--- src/rtl/xcvr_pkg.sv ---
package xcvr_pkg;
  localparam int BUS_W = 18;

  typedef struct packed {
    logic le;
    logic cap_clk;
    logic oe;
  } lane_ctrl_t;
endpackage

--- src/rtl/xcvr_edge.sv ---
module xcvr_edge (
  input  logic clk,
  input  logic rst_n,
  input  logic level,
  output logic rise
);
  logic prev_q;

  always_ff @(posedge clk or negedge rst_n) begin
    if (!rst_n) prev_q <= 1'b1;
    else        prev_q <= level;
  end

  assign rise = level & ~prev_q;

  AST_RISE_SINGLE: assert property (@(posedge clk) disable iff (!rst_n)
    rise |=> !rise);
endmodule

--- src/rtl/xcvr_store.sv ---
module xcvr_store #(
  parameter int W = xcvr_pkg::BUS_W
) (
  input  logic         clk,
  input  logic         rst_n,
  input  logic         le,
  input  logic         cap,
  input  logic [W-1:0] d,
  output logic [W-1:0] q
);
  logic load;
  assign load = le | cap;

  always_ff @(posedge clk or negedge rst_n) begin
    if (!rst_n)    q <= '0;
    else if (load) q <= d;
  end

  AST_CAPTURE_LOADS: assert property (@(posedge clk) disable iff (!rst_n)
    (!le && cap) |=> (q == $past(d)));
  AST_HOLD_STEADY: assert property (@(posedge clk) disable iff (!rst_n)
    (!le && !cap) |=> $stable(q));
  AST_TRACK_OPEN: assert property (@(posedge clk) disable iff (!rst_n)
    le |=> (q == $past(d)));
  AST_RESET_CLEAR: assert property (@(posedge clk) disable iff (!rst_n)
    $rose(rst_n) |-> (q == '0));
endmodule

--- src/rtl/xcvr_oe.sv ---
module xcvr_oe #(
  parameter bit ACTIVE_LOW = 1'b0
) (
  input  logic rst_n,
  input  logic oe,
  output logic drive
);
  logic en;
  generate
    if (ACTIVE_LOW) begin : g_low
      assign en = ~oe;
    end else begin : g_high
      assign en = oe;
    end
  endgenerate

  assign drive = rst_n & en;
endmodule

--- src/rtl/xcvr_lane.sv ---
module xcvr_lane #(
  parameter int W          = xcvr_pkg::BUS_W,
  parameter bit OE_ACT_LOW = 1'b0
) (
  input  logic                   clk,
  input  logic                   rst_n,
  input  xcvr_pkg::lane_ctrl_t   ctrl,
  input  logic [W-1:0]           din,
  output logic [W-1:0]           dout,
  output logic                   drive
);
  logic         cap;
  logic [W-1:0] held;

  xcvr_edge u_edge (
    .clk   (clk),
    .rst_n (rst_n),
    .level (ctrl.cap_clk),
    .rise  (cap)
  );

  xcvr_store #(.W(W)) u_store (
    .clk   (clk),
    .rst_n (rst_n),
    .le    (ctrl.le),
    .cap   (cap),
    .d     (din),
    .q     (held)
  );

  xcvr_oe #(.ACTIVE_LOW(OE_ACT_LOW)) u_oe (
    .rst_n (rst_n),
    .oe    (ctrl.oe),
    .drive (drive)
  );

  assign dout = ctrl.le ? din : held;

  AST_OPEN_FOLLOWS: assert property (@(posedge clk) disable iff (!rst_n)
    ctrl.le |-> (dout == din));
  AST_CLOSED_SHOWS_HELD: assert property (@(posedge clk) disable iff (!rst_n)
    (!ctrl.le && $past(!ctrl.le) && !$past(cap)) |-> $stable(dout));
endmodule

--- src/rtl/xcvr_bidir.sv ---
module xcvr_bidir #(
  parameter int W = xcvr_pkg::BUS_W
) (
  input  logic         clk,
  input  logic         rst_n,
  input  logic [W-1:0] a_in,
  input  logic [W-1:0] b_in,
  input  logic         le_ab,
  input  logic         clk_ab,
  input  logic         oe_ab,
  input  logic         le_ba,
  input  logic         clk_ba,
  input  logic         oe_ba_n,
  output logic [W-1:0] b_out,
  output logic         b_drive,
  output logic [W-1:0] a_out,
  output logic         a_drive
);
  localparam int NDIR = 2;

  xcvr_pkg::lane_ctrl_t ctrl [NDIR];
  logic [W-1:0]         din  [NDIR];
  logic [W-1:0]         dout [NDIR];
  logic                 drv  [NDIR];

  assign ctrl[0] = '{le: le_ab, cap_clk: clk_ab, oe: oe_ab};
  assign ctrl[1] = '{le: le_ba, cap_clk: clk_ba, oe: oe_ba_n};
  assign din[0]  = a_in;
  assign din[1]  = b_in;

  generate
    for (genvar g = 0; g < NDIR; g++) begin : g_dir
      xcvr_lane #(.W(W), .OE_ACT_LOW(g == 1)) u_lane (
        .clk   (clk),
        .rst_n (rst_n),
        .ctrl  (ctrl[g]),
        .din   (din[g]),
        .dout  (dout[g]),
        .drive (drv[g])
      );
    end
  endgenerate

  assign b_out   = dout[0];
  assign b_drive = drv[0];
  assign a_out   = dout[1];
  assign a_drive = drv[1];

  AST_AB_EN_HIGH: assert property (@(posedge clk) disable iff (!rst_n)
    b_drive == oe_ab);
  AST_BA_EN_LOW: assert property (@(posedge clk) disable iff (!rst_n)
    a_drive == !oe_ba_n);
  AST_BA_OPEN: assert property (@(posedge clk) disable iff (!rst_n)
    le_ba |-> (a_out == b_in));
endmodule

--- config.mk ---
export PLATFORM = sky130hd
export DESIGN_NAME = xcvr_bidir
export DESIGN_NICKNAME = d
export VERILOG_FILES = /design/src/rtl/xcvr_pkg.sv /design/src/rtl/xcvr_edge.sv /design/src/rtl/xcvr_store.sv /design/src/rtl/xcvr_oe.sv /design/src/rtl/xcvr_lane.sv /design/src/rtl/xcvr_bidir.sv
export SDC_FILE = /design/constraint.sdc
export NUM_CORES = 1
export LEC_CHECK = 0
export ABC_AREA = 1
export BUFFER_PORTS_ARGS = -buffer_cell sky130_fd_sc_hd__buf_2
export CORE_UTILIZATION = 52
export DETAILED_ROUTE_END_ITERATION = 10
export PLACE_DENSITY = 0.85
export SLEW_MARGIN = 20
export SYNTH_ARGS = -nofsm -noshare
export SYNTH_HDL_FRONTEND = slang
export SYNTH_SLANG_ARGS = --single-unit
--- constraint.sdc ---
create_clock -name clk -period 2.8 [get_ports clk]
set_clock_uncertainty 0.1 [all_clocks]
set_input_delay 0.42 -clock clk [delete_from_list [all_inputs] [get_ports clk]]
set_output_delay 0.42 -clock clk [all_outputs]
set_load 0.02 [all_outputs]
==> flow_summary.yaml <==
floorplan:
  coreArea_um2: 3720
  die-area_um2: 4180
  ios: 82
  fp.dieW_um: 64.6
  start_util_pct: 54.9
  placementRows: 22
  die_y_um: 64.6
yosys:
  synthMostInstantiatedCell: "nand2_1"
  synth_seq_area_share_pct: 46.7
  synth_largest_area_cell: "dfrtp_1"
  synth_cell_type_count: 13
  netlist_instances: 280
  yosysWarnings: 0
  yosys-top-cells-area: "dfrtp_1 (44%), nand2_1 (33%), nand3_1 (8.8%)"
  postSynthAreaPerCell_um2: 7.28
  synth_nets: 324
  syn_area_um2: 2040
  synth-async-reset-ratio_pct: 100
  ys_dominant_reg_cell: "dfrtp_1"
  ys_ff_latch: 38
  synth-edff-count: 0
  yosys-top-cells-count: "nand2_1 (181), dfrtp_1 (36), nand3_1 (36)"
  synth_top_area_share_pct: 44.2
clock_tree:
  cts_max_level: 2
  cts-buffers-inserted: 5
  cts_tree: "built"
  clkSlewWorstSetupHoldPaths_ns: 0.07
  ctsHoldBuffers: 0
  root_buffer: "clkbuf_8"
  cts-resized-gates: 0
  post-cts-setup-buffers: 0
  cts_buffer_depth: 2
  clock_sinks: 38
  clkLatencyLatePin_ns: 0.28
grt:
  antenna_found_initial: 0
  grt_max_degree: 39
  gr-total-overflow: 0
  grt_pass1_vias: 1613
  grt_pass1_wl_um: 7160
  grt_util_all_layers_pct: 21.9
timing:
  slew_headroom_pct: 69.6
  fmax_ghz: 0.566
  finalSetupViolCount: 0
  fin_crit_sh_pct: 63.1
  worst_pin_slew_ns: 0.457
  setup_tns_ns: 0
  final_max_slew_viol_count: 0
  rsz0062_at_grt: "false"
  hold_viol: 0
  timing.hold.ws_ns: 0.114
  fin_crit_ns: 1.77
setup_path:
  cp.arrival_ns: 1.25
  slowest_delay_ns: 0.35
  slowest_stage: "buf_2"
  path_buf_inv: 3
  cp_max_fo: 37
  cp-end-kind: "primary output"
  crit_chain: "buf_2, inv_8, nand2_1, nand2_1, buf_2"
  start_kind: "input port"
  cp_top_family: "buffers and inverters"
  required_ns: 2.28
  criticalPathCategory: "input port to primary output"
drt:
  wl_per_cell_um: 10.5
  wirelength_um: 4220
  route.detailed.drc: 0
  viasPerCell: 4.91
  dr.pass1.iters: 4
  drt_iter0_drc: 113
  antenna_left: 0
  vias: 1982
place:
  numPortBuffers: 81
  place_congestion: 0.736
  dp_hpwl_um: 2890
pwr:
  power.density_nw_per_um2: 533
  peakVddDrop_mv: 0.315
  p_total_uw: 1320
  p_leak_uw: 0.00153
cells_and_area:
  area_growth_pct: 21.7
  diodes: 0
  layout.nets: 399
  layout-drive-gt1-share_pct: 27.2
hold_path:
  hold_class: "input port to asynchronous set/reset pin"
outcome:
  outcome: "finished clean"
job:
  maxCapViolations: 0
per-stage QoR:
step	std cells	area (um2)	util, %	setup WS [ns]
floorplan	280	2040	-	1.31
global placement	396	2390	64.3	1.05
detailed placement	396	2390	64.3	1.03
CTS	404	2480	66.8	1.04
global route	404	2480	66.8	0.943
finish	404	2480	66.8	1.03
layer usage:
layer	GRT usage [%]	share of wire (%)
met1	29.6	46
met3	4.93	7.2
met5	0	0
met4	5.83	0.64
met2	35.4	46
logic make-up (layout without fill, tap and decap cells):
logic type	Yosys count	count (layout)	share of synthesized area, %
buffers and inverters	20	96	7.85
DFF	38	38	46.7
and+or+nand+nor	222	222	45.4
layout make-up:
type,count,area (um2)
Clock buffer,7,86.3
Clock inverter,1,5.00
Fill cell,334,1230
Inverter,6,37.5
Multi-Input combinational cell,222,926
Sequential cell,38,953
Tap cell,48,60.1
Timing Repair Buffer,82,413
cell usage in the layout, fill, tap and decap left out:
cell	netlist	final
buf_2	2	81
clkbuf_1	0	1
nand2_1	181	181
nand2_8	2	2
clkinv_2	0	1
inv_1	4	4
clkbuf_8	0	6
nor2_1	1	1
buf_4	4	1
dfrtp_1	36	36
nand2_4	2	2
inv_8	2	2
nand3_1	36	36
dfstp_2	2	2
where the power goes:
part / total, uW / switching (uW) / internal, uW / leakage [uW]
clock network: 378 / 179 / 198 / 0.0000482
registers: 630 / 28.3 / 602 / 0.000455
logic: 315 / 205 / 110 / 0.00102
flip-flops by register name, summed over array words and instances, names as in the netlist:
register and flops:
g_dir.u_lane.u_store.q 36, g_dir.u_lane.u_edge.prev_q 2
worst paths after layout:
check,start,endpoint,slack [ns],depth (start not counted)
max,le_ab,b_out[14],1.03,5
min,rst_n,g_dir[0].u_lane.u_store.q[12]$_DFFE_PN0P_,0.11,2
max reg2reg,g_dir[0].u_lane.u_edge.prev_q$_DFF_PN1_,g_dir[0].u_lane.u_store.q[7]$_DFFE_PN0P_,1.53,5
min reg2reg,g_dir[0].u_lane.u_store.q[15]$_DFFE_PN0P_,g_dir[0].u_lane.u_store.q[15]$_DFFE_PN0P_,0.41,2
max in group asynchronous,rst_n,g_dir[0].u_lane.u_edge.prev_q$_DFF_PN1_,2.15,2
min in group clk,clk_ba,g_dir[1].u_lane.u_edge.prev_q$_DFF_PN1_,0.16,1
Note: power is estimated with default switching activity, not from simulation.
